<file path="src/rtl/usbCmdPkg.sv">
package usbCmdPkg;
  // Strobes from the control side to the datapath, valid for one cycle.
  typedef struct packed {
    logic setFull;   // validate command accepted
    logic takeSnap;  // frame-number command accepted: freeze the frame
    logic readByte;  // load the selected snapshot byte into rdData
    logic readZero;  // load 0x00 into rdData
  } ctrlStrobe_t;
endpackage

</file>
<file path="src/rtl/usbCmdCtrl.sv">
module usbCmdCtrl
  import usbCmdPkg::*;
#(
  parameter int DATA_W = 8,
  parameter int NUM_BYTES = 2,
  parameter int IDX_W = 2,
  parameter logic [DATA_W-1:0] CMD_VALIDATE = 8'hFA,
  parameter logic [DATA_W-1:0] CMD_FRAME = 8'hF5
) (
  input  logic              clk,
  input  logic              rstN,
  input  logic              wrStrobe,
  input  logic              wrIsCmd,
  input  logic [DATA_W-1:0] wrData,
  input  logic              rdStrobe,
  output ctrlStrobe_t       strobes,
  output logic [IDX_W-1:0]  byteIdx
);
  // phase 0: no read pending; phase k: next read returns byte k-1
  logic [IDX_W-1:0] phase;
  logic cmdWrite;
  logic pending;
  logic lastByte;

  assign cmdWrite = wrStrobe && wrIsCmd;
  assign pending  = (phase != '0);
  assign lastByte = (phase == IDX_W'(NUM_BYTES));

  always_comb begin
    strobes.setFull  = cmdWrite && (wrData == CMD_VALIDATE);
    strobes.takeSnap = cmdWrite && (wrData == CMD_FRAME);
    strobes.readByte = rdStrobe && !cmdWrite && pending;
    strobes.readZero = rdStrobe && !(rdStrobe && !cmdWrite && pending);
    byteIdx          = pending ? phase - IDX_W'(1) : '0;
  end

  always_ff @(posedge clk) begin
    if (!rstN) begin
      phase <= '0;
    end else if (cmdWrite) begin
      phase <= (wrData == CMD_FRAME) ? IDX_W'(1) : '0;
    end else if (rdStrobe && pending) begin
      phase <= lastByte ? '0 : phase + IDX_W'(1);
    end
  end
endmodule

</file>
<file path="src/rtl/usbFrameDatapath.sv">
module usbFrameDatapath
  import usbCmdPkg::*;
#(
  parameter int FRAME_W = 11,
  parameter int DATA_W = 8,
  parameter int NUM_BYTES = 2,
  parameter int IDX_W = 2
) (
  input  logic               clk,
  input  logic               rstN,
  input  ctrlStrobe_t        strobes,
  input  logic [IDX_W-1:0]   byteIdx,
  input  logic               sofPulse,
  input  logic               sofError,
  input  logic [FRAME_W-1:0] sofFrame,
  input  logic               inServed,
  output logic [DATA_W-1:0]  rdData,
  output logic               bufFull
);
  localparam int SNAP_W = NUM_BYTES * DATA_W;

  logic [FRAME_W-1:0] lastFrame;
  logic [SNAP_W-1:0]  snap;
  logic [DATA_W-1:0]  byteLane [NUM_BYTES];
  logic [DATA_W-1:0]  selByte;

  // Frame number from the last good SOF
  always_ff @(posedge clk) begin
    if (!rstN) lastFrame <= '0;
    else if (sofPulse && !sofError) lastFrame <= sofFrame;
  end

  // Snapshot frozen at the frame-number command, zero-extended
  always_ff @(posedge clk) begin
    if (!rstN) snap <= '0;
    else if (strobes.takeSnap) snap <= SNAP_W'(lastFrame);
  end

  for (genvar g = 0; g < NUM_BYTES; g++) begin : gLane
    assign byteLane[g] = snap[g*DATA_W +: DATA_W];
  end

  always_comb begin
    selByte = '0;
    for (int i = 0; i < NUM_BYTES; i++) begin
      if (byteIdx == IDX_W'(i)) selByte = byteLane[i];
    end
  end

  always_ff @(posedge clk) begin
    if (!rstN) rdData <= '0;
    else if (strobes.readByte) rdData <= selByte;
    else if (strobes.readZero) rdData <= '0;
  end

  // Validation wins over a same-cycle served pulse
  always_ff @(posedge clk) begin
    if (!rstN) bufFull <= 1'b0;
    else if (strobes.setFull) bufFull <= 1'b1;
    else if (inServed) bufFull <= 1'b0;
  end
endmodule

</file>
<file path="src/rtl/usbCmdPort.sv">
module usbCmdPort
  import usbCmdPkg::*;
#(
  parameter int FRAME_W = 11,
  parameter int DATA_W = 8,
  parameter logic [DATA_W-1:0] CMD_VALIDATE = 8'hFA,
  parameter logic [DATA_W-1:0] CMD_FRAME = 8'hF5
) (
  input  logic               clk,
  input  logic               rstN,
  input  logic               wrStrobe,
  input  logic               wrIsCmd,
  input  logic [DATA_W-1:0]  wrData,
  input  logic               rdStrobe,
  output logic [DATA_W-1:0]  rdData,
  input  logic               sofPulse,
  input  logic               sofError,
  input  logic [FRAME_W-1:0] sofFrame,
  input  logic               inServed,
  output logic               bufFull
);
  localparam int NUM_BYTES = (FRAME_W + DATA_W - 1) / DATA_W;
  localparam int IDX_W = $clog2(NUM_BYTES + 1);

  ctrlStrobe_t      strobes;
  logic [IDX_W-1:0] byteIdx;

  usbCmdCtrl #(
    .DATA_W(DATA_W), .NUM_BYTES(NUM_BYTES), .IDX_W(IDX_W),
    .CMD_VALIDATE(CMD_VALIDATE), .CMD_FRAME(CMD_FRAME)
  ) ctrl (
    .clk(clk), .rstN(rstN), .wrStrobe(wrStrobe), .wrIsCmd(wrIsCmd),
    .wrData(wrData), .rdStrobe(rdStrobe), .strobes(strobes), .byteIdx(byteIdx)
  );

  usbFrameDatapath #(
    .FRAME_W(FRAME_W), .DATA_W(DATA_W), .NUM_BYTES(NUM_BYTES), .IDX_W(IDX_W)
  ) dp (
    .clk(clk), .rstN(rstN), .strobes(strobes), .byteIdx(byteIdx),
    .sofPulse(sofPulse), .sofError(sofError), .sofFrame(sofFrame),
    .inServed(inServed), .rdData(rdData), .bufFull(bufFull)
  );
endmodule

</file>
<file path="config.mk">
export PLATFORM = sky130hd
export DESIGN_NAME = usbCmdPort
export DESIGN_NICKNAME = d
export VERILOG_FILES = /design/src/rtl/usbCmdPkg.sv /design/src/rtl/usbCmdCtrl.sv /design/src/rtl/usbFrameDatapath.sv /design/src/rtl/usbCmdPort.sv
export SDC_FILE = /design/constraint.sdc
export NUM_CORES = 1
export LEC_CHECK = 0
export ABC_AREA = 1
export BUFFER_PORTS_ARGS = -buffer_cell sky130_fd_sc_hd__buf_2
export CAP_MARGIN = 25
export CORE_MARGIN = 2
export CORE_UTILIZATION = 25
export CTS_CLUSTER_DIAMETER = 120
export DETAILED_ROUTE_END_ITERATION = 8
export GPL_TIMING_DRIVEN = 1
export SETUP_SLACK_MARGIN = 0.3
export SYNTH_ARGS = -nofsm -noshare
export SYNTH_HDL_FRONTEND = slang
export SYNTH_HIERARCHICAL = 1
export SYNTH_SLANG_ARGS = --single-unit
</file>
<file path="constraint.sdc">
create_clock -name clk -period 1.25 [get_ports clk]
set_input_delay 0.0625 -clock clk [delete_from_list [all_inputs] [get_ports clk]]
set_output_delay 0.0625 -clock clk [all_outputs]
set_load 0.1 [all_outputs]
</file>
==> impl_metrics.toml <==
[run_status]
outcome = "finished clean"

[layout]
postLayoutCellArea_mm2 = 0.00195
final_cell_mix = "nor2_1, buf_2, o21ai_0, dfxtp_1, nand2_1"
nets = 269
syn_to_final_growth_pct = 45.7
drive_gt1_share_pct = 32.9
final_common_cell = "nor2_1"
stdcell_count = 313
n_antenna_cell = 0

[clock_network]
numCtsBuffers = 5
clk_latency_ns = 0.28
cts-htree-levels = 2
cts.sinks = 33
cts.reportedPaths.clkPinSlew_ns = 0.07
cts_tree = "done"
clk_path_buf_depth = 2
cts_root_buf = "clkbuf_8"

[timing]
setup_ws_ns = 0.0451
fin_crit_ns = 1.20
grt_setup_unrepaired = "true"
maxSlewViolCount = 0
skew_ns = 0.00327
fmax_ghz = 0.830
slew_headroom_pct = 76.9
setup_viol = 0
period_share_pct = 96.4
report.final.hold_viol_count = 0
worst_pin_slew_ns = 0.346
finalSetupTns_ns = 0

[route]
num_vias = 1286
routed_via_density = 4.11
antenna_left = 0
wl_per_cell_um = 9.66
routed_wl_um = 3020
drt_iter0_drc = 63
drc_errors = 0
detail_route.first_pass.iterations = 4

[placed_design]
placedCellCount = 293
hpwl_um = 2050
gp_congestion = 0.711
dpl_cell_area_mm2 = 0.00162
io_buffers = 35
post-place-ws_ns = 0.00887

[setup_path]
critPathLaunchType = "flop"
path_buf_inv = 4
path_cells = "o21ai_4 > nor2_4 > buf_6 > buf_6 > nand2_2 > inv_1 > nand2_1 > nand3_1 > nand2_1 > inv_1"
cp-end-kind = "flop"
critPathKind = "reg -> reg"
worstPathMaxFanout = 3
crit_slowest_cell = "dfxtp_2"
worstPathArrival_ns = 1.38
crit_path_max_incr_delay_ns = 0.34
required_ns = 1.43
crit_family = "flip-flops"

[grt]
grt_pass1_wl_um = 5510
grt_pass1_vias = 1311
grt-ovfl-total = 0
antenna_found_initial = 0
grt_start_max_net_pins = 24
grt_usage_pct = 11.4

[die]
die-area_mm2 = 0.00594
die_y_um = 77.1
rows = 26
ios = 36
coreArea_mm2 = 0.00514
fp.dieW_um = 77.1
initial_core_util_pct = 26.0

[power_and_ir_drop]
power_density_mw_per_mm2 = 1160
clkPwrFrac_pct = 45.5
p_seq_share_pct = 48.2
p_int_w = 0.00179
pwr-share-comb_pct = 6.3
peakVddDrop_mv = 0.538
swShare_pct = 20.4
power.leakage_nw = 0.938
power_switching_w = 0.000460

[synthesis]
yosys_register_bits = 33
syn-num-nets = 216
ys_types = 14
yosys_warnings = 6
seq_area_frac_synth_pct = 49.5
netlist_instances = 189
synth_area_mm2 = 0.00134
avgSynthCellArea_um2 = 7.06

[worst_hold_path]
hp-class = "in -> reg"

[flow_run]
max-cap-violations = 0
-- synth_stat cells, drive strengths merged --
cell type | n | area share, %
nor2 | 59 | 17
dfxtp | 33 | 49
nand2 | 24 | 6.7
o21ai | 23 | 8.9
inv | 19 | 5.3
nand3 | 14 | 5.2
a21oi | 8 | 3.0
buf | 6 | 2.9
nand4 | 2 | 0.94
clkbuf | 1 | 0.28
-- power by group through the flow --
stage | logic (W) | registers [W] | clock network (W)
6_report | 0.000141 | 0.00109 | 0.00103
5_1_grt | 0.000161 | 0.00109 | 0.00111
4_1_cts | 0.000142 | 0.00109 | 0.00106
3_5_place_dp | 0.000123 | 0.00111 | 0
3_3_place_gp | 0.000123 | 0.00111 | 0
2_1_floorplan | 0.0000625 | 0.00111 | 0
-- metrics by stage --
step                      util [%]  power (W)  hold slack, ns
after floorplan                  -    0.00117           0.187
after global placement        31.5    0.00123           0.288
after detailed placement      31.5    0.00123           0.293
after CTS                     37.4    0.00228        0.000300
after global routing          37.9    0.00236          0.0318
final                         37.9    0.00225         0.00801
-- timing repair --
item	in CTS	in global routing
pin swaps	8	4
hold buffers	6	0
endpoints found under the hold margin	6	0
setup endpoints to repair	17	13
setup buffers	5	1
gates resized for setup	26	8
-- state kept, by name, indices dropped and copies added (netlist names) --
signal and cells:
dp/lastFrame 11, ctrl/phase 2, dp/rdData 8, dp/snap 11, dp/bufFull 1
-- worst paths after layout --
check / from / to / slack (ns) / cells past startpoint
max reg2reg: ctrl/phase[0] / dp/rdData[2] / 0.05 / 10
min reg2reg: dp/rdData[4] / dp/rdData[4] / 0.47 / 2
min: sofFrame[1] / dp/lastFrame[1] / 0.008 / 3
max: ctrl/phase[0] / dp/rdData[2] / 0.05 / 10
-- metal layers --
metal | track usage [%] | share of wire [%] | vias up | wire length [um]
met4 | 5.54 | 1.1 | 0 | 34
met3 | 3.29 | 4.8 | 4 | 145
met5 | 0 | 0 | - | 0
met2 | 17.5 | 44 | 30 | 1340
met1 | 14.5 | 50 | 555 | 1510
li1 | - | - | 697 | -
-- cell type report --
| type | count | area [um^2] |
|---|---|---|
| Tap cell | 70 | 87.6 |
| Timing Repair Buffer | 53 | 389 |
| Inverter | 19 | 71.3 |
| Clock inverter | 1 | 30.0 |
| Sequential cell | 33 | 674 |
| Multi-Input combinational cell | 130 | 607 |
| Clock buffer | 7 | 86.3 |
| Fill cell | 560 | 3190 |
-- cells by family after synthesis --
family          synth area share (%)
buf+inv                         8.53
compound gates                  11.9
simple gates                    30.1
flops                           49.5
-- worst register-to-register path, stage by stage (launching register included) --
cell and delay, ns:
dfxtp_2 0.34, o21ai_4 0.18, nor2_4 0.06, buf_6 0.11, buf_6 0.11, nand2_2 0.04, inv_1 0.04, nand2_1 0.07
nand3_1 0.06, nand2_1 0.06, inv_1 0.04
(Power assumes the default switching activity.)
